<file path="src/rtl/osr_pkg.sv">
package osr_pkg;

    typedef logic [2:0] div_t;

    typedef struct packed {
        logic run;
        logic dbl;
        div_t div;
    } cfg_t;

    // Master clock multiple over oversampling rate; identical in both speeds.
    function automatic div_t ratio_to_div(input logic [1:0] sel);
        case (sel)
            2'd0:    return 3'd2;
            2'd1:    return 3'd3;
            2'd2:    return 3'd4;
            default: return 3'd6;
        endcase
    endfunction

endpackage

</file>
<file path="src/rtl/osr_cfg_capture.sv">
module osr_cfg_capture
    import osr_pkg::*;
(
    input  logic       clk_i,
    input  logic       rst_n_i,
    input  logic       dbl_speed_i,
    input  logic [1:0] ratio_sel_i,
    output cfg_t       cfg_o
);

    cfg_t cfg_d, cfg_q;

    // Settings are taken only on the first edge after release, then frozen.
    always_comb begin
        cfg_d = cfg_q;
        if (!cfg_q.run) begin
            cfg_d.run = 1'b1;
            cfg_d.dbl = dbl_speed_i;
            cfg_d.div = ratio_to_div(ratio_sel_i);
        end
    end

    always_ff @(posedge clk_i or negedge rst_n_i) begin
        if (!rst_n_i) cfg_q <= '0;
        else          cfg_q <= cfg_d;
    end

    assign cfg_o = cfg_q;

endmodule

</file>
<file path="src/rtl/osr_phase_div.sv">
module osr_phase_div
    import osr_pkg::*;
(
    input  logic clk_i,
    input  logic rst_n_i,
    input  logic run_i,
    input  div_t div_i,
    output logic tick_o
);

    div_t phase_d, phase_q;
    logic at_end;

    assign at_end = (phase_q == div_i - 3'd1);
    assign tick_o = run_i && at_end;

    always_comb begin
        phase_d = phase_q;
        if (!run_i)      phase_d = '0;
        else if (at_end) phase_d = '0;
        else             phase_d = phase_q + 3'd1;
    end

    always_ff @(posedge clk_i or negedge rst_n_i) begin
        if (!rst_n_i) phase_q <= '0;
        else          phase_q <= phase_d;
    end

endmodule

</file>
<file path="src/rtl/osr_sample_cnt.sv">
module osr_sample_cnt #(
    parameter int OSR_NORM = 128
) (
    input  logic clk_i,
    input  logic rst_n_i,
    input  logic run_i,
    input  logic dbl_i,
    input  logic tick_i,
    output logic stb_o
);

    localparam int CNT_W = $clog2(OSR_NORM);
    localparam logic [CNT_W-1:0] LAST_NORM = CNT_W'(OSR_NORM - 1);
    localparam logic [CNT_W-1:0] LAST_DBL  = CNT_W'(OSR_NORM / 2 - 1);

    logic [CNT_W-1:0] cnt_d, cnt_q;
    logic [CNT_W-1:0] last;

    assign last  = dbl_i ? LAST_DBL : LAST_NORM;
    assign stb_o = tick_i && (cnt_q == last);

    always_comb begin
        cnt_d = cnt_q;
        if (!run_i)     cnt_d = '0;
        else if (stb_o) cnt_d = '0;
        else if (tick_i) cnt_d = cnt_q + 1'b1;
    end

    always_ff @(posedge clk_i or negedge rst_n_i) begin
        if (!rst_n_i) cnt_q <= '0;
        else          cnt_q <= cnt_d;
    end

endmodule

</file>
<file path="src/rtl/osr_en_gen.sv">
module osr_en_gen #(
    parameter int OSR_NORM = 128
) (
    input  logic       clk_i,
    input  logic       rst_n_i,
    input  logic       dbl_speed_i,
    input  logic [1:0] ratio_sel_i,
    output logic       os_en_o,
    output logic       smp_stb_o
);

    osr_pkg::cfg_t cfg;

    osr_cfg_capture u_cfg (
        .clk_i       (clk_i),
        .rst_n_i     (rst_n_i),
        .dbl_speed_i (dbl_speed_i),
        .ratio_sel_i (ratio_sel_i),
        .cfg_o       (cfg)
    );

    osr_phase_div u_div (
        .clk_i   (clk_i),
        .rst_n_i (rst_n_i),
        .run_i   (cfg.run),
        .div_i   (cfg.div),
        .tick_o  (os_en_o)
    );

    osr_sample_cnt #(.OSR_NORM(OSR_NORM)) u_smp (
        .clk_i   (clk_i),
        .rst_n_i (rst_n_i),
        .run_i   (cfg.run),
        .dbl_i   (cfg.dbl),
        .tick_i  (os_en_o),
        .stb_o   (smp_stb_o)
    );

endmodule

</file>
<file path="config.mk">
export PLATFORM = sky130hd
export DESIGN_NAME = osr_en_gen
export DESIGN_NICKNAME = d
export VERILOG_FILES = /design/src/rtl/osr_pkg.sv /design/src/rtl/osr_cfg_capture.sv /design/src/rtl/osr_phase_div.sv /design/src/rtl/osr_sample_cnt.sv /design/src/rtl/osr_en_gen.sv
export SDC_FILE = /design/constraint.sdc
export NUM_CORES = 1
export LEC_CHECK = 0
export CAP_MARGIN = 20
export CORE_UTILIZATION = 57
export DETAILED_ROUTE_END_ITERATION = 6
export PLACE_DENSITY = 0.78
export SLEW_MARGIN = 30
export SYNTH_ARGS = -nofsm -noshare
export SYNTH_HDL_FRONTEND = slang
export SYNTH_SLANG_ARGS = --single-unit
</file>
<file path="constraint.sdc">
create_clock -name clk_i -period 3.3 [get_ports clk_i]
set_input_delay 0.66 -clock clk_i [delete_from_list [all_inputs] [get_ports clk_i]]
set_output_delay 0.66 -clock clk_i [all_outputs]
set_load 0.02 [all_outputs]
</file>
== Yosys cells after proc, flatten, opt, wreduce, memory -nomap -nowiden ==
Cells that the tools add are included.

* Add/subtract/negate cells: 3
* Equality and inequality tests: 5
* Muxes and demuxes: 7
* Reductions and logical operators: 3

{| class="wikitable"
|+ Operators by type and width
! cell !! count
|-
| 7-bit two-way mux || 4
|-
| 3-bit one-hot mux with 3 select lines || 1
|-
| 7-bit by 1-bit adder with 7-bit output, second input constant || 1
|-
| 7-bit == test || 1
|-
| 3-bit two-way mux || 2
|-
| 3-bit by 1-bit adder with 3-bit output, second input constant || 1
|-
| 3-bit == test || 1
|-
| 3-bit by 2-bit != test with 1-bit output, second input constant || 1
|-
| 3-bit by 1-bit subtractor with 3-bit output, second input constant || 1
|-
| 2-bit by 1-bit == test with 1-bit output, second input constant || 1
|-
| 2-bit == test, second input constant || 1
|-
| 1-bit logical AND || 2
|-
| 2-bit zero test || 1
|}

* Register bits: 15
* Bits of input ports: 5
* Logic and storage cells: 23

== Logic depth before layout (Yosys ltp) ==
Gate-level depths: netlist (run 1).

* Depth in word-level cells: 6
* Mapped depth: 7

== Modules after synthesis ==
A second synthesis (run 1) with hierarchy kept.

* Cell total of the unflattened synthesis: 72
* Area total of the unflattened synthesis: 779.5 um^2

{| class="wikitable"
|+ By module, submodules not included
! module !! times used !! cells each !! area an instance (um^2) !! sequential area each (um^2)
|-
| osr_sample_cnt || 1 || 37 || 375.4 || 175.2
|-
| osr_phase_div || 1 || 21 || 221.5 || 75.1
|-
| osr_cfg_capture || 1 || 14 || 182.7 || 125.1
|}

== Worst setup path after synthesis (run 1) ==
OpenSTA, ideal clock, no wires.

* Kind: reg2out
* Start: register u_cfg.cfg_q (netlist bit u_cfg.cfg_o[0])
* End: output smp_stb_o
* Arrival time: 1.693 ns
* Data required time: 2.640 ns
* Slack: 0.947 ns
* Cell stages (with the launch flop): 7
* Path buffers: 1
* Cells stage by stage: dfrtp_1 -> inv_1 -> ha_1 -> xor2_1 -> nand3_2 -> buf_2 -> nor3_1

* Longest elaborated chain between the ends: 4

{| class="wikitable"
|+ RTL lines
! element !! line !! RTL
|-
| from (decl) || osr_cfg_capture.sv:11 || <nowiki>cfg_t cfg_d, cfg_q;</nowiki>
|-
| from (signal assigned) || osr_cfg_capture.sv:25 || <nowiki>else cfg_q <= cfg_d;</nowiki>
|-
| 3-bit by 1-bit subtractor with 3-bit output || osr_phase_div.sv:14 || <nowiki>assign at_end = (phase_q == div_i - 3'd1);</nowiki>
|-
| 3-bit == test || osr_phase_div.sv:14 ||
|-
| 1-bit logical AND || osr_phase_div.sv:15 || <nowiki>assign tick_o = run_i && at_end;</nowiki>
|-
| 1-bit logical AND || osr_sample_cnt.sv:20 || <nowiki>assign stb_o = tick_i && (cnt_q == last);</nowiki>
|-
| to (decl) || osr_en_gen.sv:9 || <nowiki>output logic smp_stb_o</nowiki>
|}

No other way between the ends.

== Final worst setup path (run 1) ==
Same ends and word-level chain as after synthesis.

==> results of run 1 <==
-- report_power, final --
group          leakage (nW)  switching [mW]  total (mW)  internal [mW]
Clock                0.0150          0.0573       0.104         0.0468
Combinational         0.190          0.0447      0.0828         0.0381
Sequential            0.196          0.0142       0.213          0.199
-- stage by stage --
step	total power [mW]	setup slack (ns)
finish	0.400	0.403
global placement	0.297	0.827
detailed placement	0.300	0.757
global route	0.420	0.280
CTS	0.401	0.434
floorplan	0.272	0.947
-- cell type report --
cell class | count | share of cell area
clock buffer | 4 | 0.0306
inverter | 4 | 0.0175
multi-input combinational | 55 | 0.415
sequential | 15 | 0.437
tap | 14 | 0.0204
timing repair buffer | 7 | 0.0787
-- metal layers --
layer | track usage | up-vias | part of all wire
met5 | 0 | - | 0
met4 | 0.103 | 0 | 0.0073
met3 | 0.0349 | 2 | 0.032
met2 | 0.371 | 13 | 0.47
met1 | 0.314 | 255 | 0.49
li1 | - | 283 | -
-- cells in the final DEF, fill, tap and decap left out, types with 2 or more instances in the layout --
cell / instances
dfrtp_1: 15
nand2_1: 9
nor2_1: 7
clkdlybuf4s50_1: 6
a21oi_1: 5
inv_1: 4
nand3_1: 4
xor2_1: 3
o21ai_0: 3
ha_1: 3
clkbuf_4: 3
and3_1: 2
or3b_1: 2
a31oi_1: 2
-- registers in the layout, summed over array words and instances, names as in the netlist --
name           cells
u_smp.cnt_q        7
u_cfg.cfg_o        5
u_div.phase_q      3
-- final timing paths --
check | slack (ns) | endpoint
max | 0.40 | smp_stb_o
min | 0.51 | u_div.phase_q[0]
max reg2reg | 1.31 | u_smp.cnt_q[6]
min reg2reg | 0.51 | u_div.phase_q[0]
max in group asynchronous | 2.11 | u_cfg.cfg_o[4]
min in group asynchronous | 0.77 | u_smp.cnt_q[0]
-- logic make-up (layout without fill, tap and decap cells) --
| logic type | Yosys count | count (layout) | share of synthesized area |
|---|---|---|---|
| DFF | 15 | 15 | 0.494 |
| other | 1 | 1 | 0.00494 |
| and+or+nand+nor | 32 | 32 | 0.224 |
| buffers and inverters | 7 | 15 | 0.0362 |
| xor gates and xnor gates | 5 | 5 | 0.0774 |
| adders and majority gates | 3 | 3 | 0.0494 |
| muxes | 2 | 2 | 0.0280 |
| AOI/OAI and AO/OA | 12 | 12 | 0.0857 |
==> impl_metrics.env, run 1 <==
export IMPL_fp_coreArea_um2=1170
export IMPL_grt_antenna_before_repair=0
export IMPL_post_route_drc_count=0
export IMPL_post_cts_buffers=0
export IMPL_die_area_um2=1480
export IMPL_fin_tns_setup_ns=0
export IMPL_synth_distinct_cells=29
export IMPL_synth_edf_count=0
export IMPL_hold_viol_final=0
export IMPL_gp_congestion=0.888
export IMPL_rsz0062_at_grt="false"
export IMPL_critPathLaunch="u_cfg.cfg_o[0]"
export IMPL_skew_ns=0.00353
export IMPL_cap_violations=0
export IMPL_yosysTopAreaCell="dfrtp_1"
export IMPL_path_class="register to primary output"
export IMPL_track_usage=0.234
export IMPL_r2r_start="u_cfg.cfg_o[0]"
export IMPL_crit_buf_inv=2
export IMPL_r2r_cells=7
export IMPL_hp_class="register to register"
export IMPL_status="finished clean"
export IMPL_finalCritPeriodShare=0.878
export IMPL_cts_sinks=15
export IMPL_dpl_cell_area_um2=832
export IMPL_path_delay_family="buffers and inverters"
export IMPL_crit_slowest_cell="clkdlybuf4s50_1"
export IMPL_cp_cell_sequence="inv_1 -> ha_1 -> xor2_1 -> nand3_2 -> nor3_1 -> clkdlybuf4s50_1"
export IMPL_die_h_um=38.5
export IMPL_crit_path_end_kind="primary output"
export IMPL_drt_total_wl_um=1370
export IMPL_grt_max_degree=16
export IMPL_finalCoreUtilization=0.733
export IMPL_cp_start_kind="register"
export IMPL_areaGrowthSynthToFinish_pct=13.0
export IMPL_cts_hold_buf=0
export IMPL_arrival_ns=2.24
export IMPL_vdd_drop_max_mv=0.280
export IMPL_maxSlewHeadroom=0.568
export IMPL_min_delay_start="u_div.phase_q[0]"
export IMPL_cp_data_required_time_ns=2.64
export IMPL_synth_area_leaders="dfrtp_1, ha_1, nand2_1"
export IMPL_ys_flop_type="dfrtp_1"
export IMPL_worst_pin_slew_ns=0.646
export IMPL_cts_buffer_depth=2
export IMPL_setup_viol_count_final=0
export IMPL_cp_depth=6
export IMPL_syn_area_um2=759
export IMPL_clk_latency_ns=0.27
export IMPL_grt_overflow=0
export IMPL_cts_clk_slew_worst_paths_ns=0.09
export IMPL_portBuffers=6
export IMPL_yosysWarnings=0
export IMPL_cts_buffers=3
export IMPL_ctsResizeCount=0
export IMPL_dp_cells=95
export IMPL_period_minus_slack_ns=2.90
export IMPL_vias=553
export IMPL_slowest_delay_ns=0.64
export IMPL_ys_seq_area_frac=0.494
export IMPL_synthCells=77
export IMPL_post_drt_wl_per_cell_um=13.8
export IMPL_ys_ff_latch=15
export IMPL_async_reset_ff_frac=1.00
export IMPL_avgSynthCellArea_um2=9.86
export IMPL_grt_pass1_vias=535
export IMPL_ys_top_cells_by_count="dfrtp_1, nand2_1, nor2_1"
export IMPL_dr_first_iter_drc_count=7
export IMPL_multi_input_area_um2=357
export IMPL_synthesis_nets=85
export IMPL_seq_area_um2=375
export IMPL_drtPass1Iterations=4
export IMPL_cts_tree="built"
export IMPL_start_util=0.649
export IMPL_cp_max_fo=3
export IMPL_diodes=0
export IMPL_power_density_nw_per_um2=466
export IMPL_final_area_um2=858
export IMPL_nFillCells=85
export IMPL_die_w_um=38.5
export IMPL_dpl_hpwl_um=1010
export IMPL_layoutNonFillerInstCount=99
export IMPL_maxSlewViolCount=0
export IMPL_hold_path_depth=1
export IMPL_power_leakage_nw=0.400
export IMPL_drive_above_1_share=0.0824
export IMPL_drtAntennaViolNets=0
export IMPL_whs_ns=0.510
export IMPL_h_tree_depth=1
export IMPL_nets=94
export IMPL_ios=7
export IMPL_grt_pass1_wl_um=2330
export IMPL_routed_via_density=5.59
export IMPL_yosysTopAreaCellShare=0.494
export IMPL_clock_root_buffer="clkbuf_4"
export IMPL_max_clock_freq_mhz=345
export IMPL_yosysMostFrequentCell="dfrtp_1"
export IMPL_num_rows=12
No activity file was read; power rests on OpenSTA's default activity.
==> run 2: changes to the inputs <==
--- a/config.mk
+++ b/config.mk
@@ -9,7 +9,7 @@
 export CORE_UTILIZATION = 57
 export DETAILED_ROUTE_END_ITERATION = 6
 export PLACE_DENSITY = 0.78
-export SLEW_MARGIN = 30
+export SLEW_MARGIN = 20
 export SYNTH_ARGS = -nofsm -noshare
 export SYNTH_HDL_FRONTEND = slang
 export SYNTH_SLANG_ARGS = --single-unit
==> constraint.sdc (replaced) <==
create_clock -name clk_i -period 3.4 [get_ports clk_i]
set_input_delay 0.68 -clock clk_i [delete_from_list [all_inputs] [get_ports clk_i]]
set_output_delay 0.68 -clock clk_i [all_outputs]
set_load 0.02 [all_outputs]
==> impl_metrics.env, run 2 (synthesis results as in run 1) <==
export IMPL_status="finished clean"
export IMPL_finalCritPeriodShare=0.905
export IMPL_grt_antenna_before_repair=0
export IMPL_vdd_drop_max_mv=0.353
export IMPL_setup_viol_count_final=0
export IMPL_whs_ns=0.499
export IMPL_diodes=0
export IMPL_finalCoreUtilization=0.728
export IMPL_cap_violations=0
export IMPL_r2r_slack_ns=1.43
export IMPL_finalPower_mw=0.385
export IMPL_start_util=0.649
export IMPL_dpl_cell_area_um2=825
export IMPL_power_leakage_nw=0.399
export IMPL_drtPass1Iterations=4
export IMPL_dr_first_iter_drc_count=17
export IMPL_die_w_um=38.5
export IMPL_drive_above_1_share=0.0833
export IMPL_setup_ws_ns=0.322
export IMPL_routed_via_density=5.53
export IMPL_areaGrowthSynthToFinish_pct=12.2
export IMPL_regMostFlops="u_smp.cnt_q"
export IMPL_gp_congestion=0.833
export IMPL_dp_cells=94
export IMPL_die_area_um2=1480
export IMPL_crit_buf_inv=2
export IMPL_cts_buffer_depth=2
export IMPL_drtAntennaViolNets=0
export IMPL_post_route_drc_count=0
export IMPL_grt_pass1_vias=533
export IMPL_power_density_nw_per_um2=452
export IMPL_clk_latency_ns=0.29
export IMPL_final_common_cell="dfrtp_1"
export IMPL_layoutNonFillerInstCount=98
export IMPL_dpl_hpwl_um=966
export IMPL_ctsResizeCount=0
export IMPL_clock_root_buffer="clkbuf_4"
export IMPL_path_delay_family="buffers and inverters"
export IMPL_portBuffers=6
export IMPL_skew_ns=0.00321
export IMPL_grt_overflow=0
export IMPL_largest_reg_flops=7
export IMPL_crit_slowest_cell="clkdlybuf4s50_1"
export IMPL_post_drt_wl_per_cell_um=13.4
export IMPL_cts_buffers=3
export IMPL_maxSlewHeadroom=0.561
export IMPL_cts_tree="built"
export IMPL_grt_max_degree=17
export IMPL_fin_tns_setup_ns=0
export IMPL_cts_sinks=15
export IMPL_cp_start_kind="register"
export IMPL_most_common_layout_cells="dfrtp_1, nand2_1, nor2_1"
export IMPL_dp_slack_ns=0.646
export IMPL_drt_total_wl_um=1310
export IMPL_post_cts_buffers=0
export IMPL_cts_hold_buf=0
export IMPL_crit_path_end_kind="primary output"
export IMPL_num_rows=12
export IMPL_fp_coreArea_um2=1170
export IMPL_cp_data_required_time_ns=2.72
export IMPL_die_h_um=38.5
export IMPL_maxSlewViolCount=0
export IMPL_cp_max_fo=16
export IMPL_worst_pin_slew_ns=0.657
export IMPL_ios=7
export IMPL_final_area_um2=852
export IMPL_nFillCells=76
export IMPL_max_clock_freq_mhz=325
export IMPL_period_minus_slack_ns=3.08
export IMPL_h_tree_depth=1
export IMPL_nets=93
export IMPL_hold_viol_final=0
export IMPL_arrival_ns=2.40
export IMPL_cts_clk_slew_worst_paths_ns=0.09
export IMPL_track_usage=0.227
export IMPL_grt_pass1_wl_um=2210
export IMPL_path_class="register to primary output"
export IMPL_slowest_delay_ns=0.63
export IMPL_hp_class="register to register"
export IMPL_vias=542
export IMPL_cp_cell_sequence="inv_1 -> ha_1 -> xor2_1 -> nand3_2 -> nor3_1 -> clkdlybuf4s50_1"
export IMPL_rsz0062_at_grt="false"
run 2: cell count changes in the layout (fill, tap and decap cells not counted):
cell / before / now
clkinv_2: 0 / 1
clkbuf_1: 1 / 0
buf_4: 1 / 0
run 2: report_power, final:
part	switching (mW)	internal, mW	total (mW)
clock network	0.0591	0.0438	0.103
logic	0.0422	0.0340	0.0763
registers	0.0127	0.193	0.206
run 2: path summary, 6_finish.rpt:
kind	start	to	depth (start not counted)
hold / removal	u_div.phase_q[0]	u_div.phase_q[0]	1
min in group asynchronous	rst_n_i	u_cfg.cfg_o[2]	1
hold reg to reg	u_div.phase_q[0]	u_div.phase_q[0]	1
setup reg to reg	u_cfg.cfg_o[0]	u_smp.cnt_q[6]	6
setup / recovery	u_cfg.cfg_o[0]	smp_stb_o	6
max in group asynchronous	rst_n_i	u_smp.cnt_q[1]	1
run 2: cell type report:
type                            instances  area (µm²)  share of cell area
Sequential cell                        15         375               0.441
Multi-Input combinational cell         55         357               0.419
Timing Repair Buffer                    6        60.1              0.0705
Clock buffer                            3        22.5              0.0264
Tap cell                               14        17.5              0.0206
Inverter                                4        15.0              0.0176
Clock inverter                          1        5.00             0.00587
run 2: per-layer routing:
metal	track usage	vias up	part of all wire
li1	-	280	-
met1	0.268	255	0.47
met2	0.375	5	0.49
met3	0.0872	2	0.034
met4	0.0776	0	0.0099
met5	0	-	0
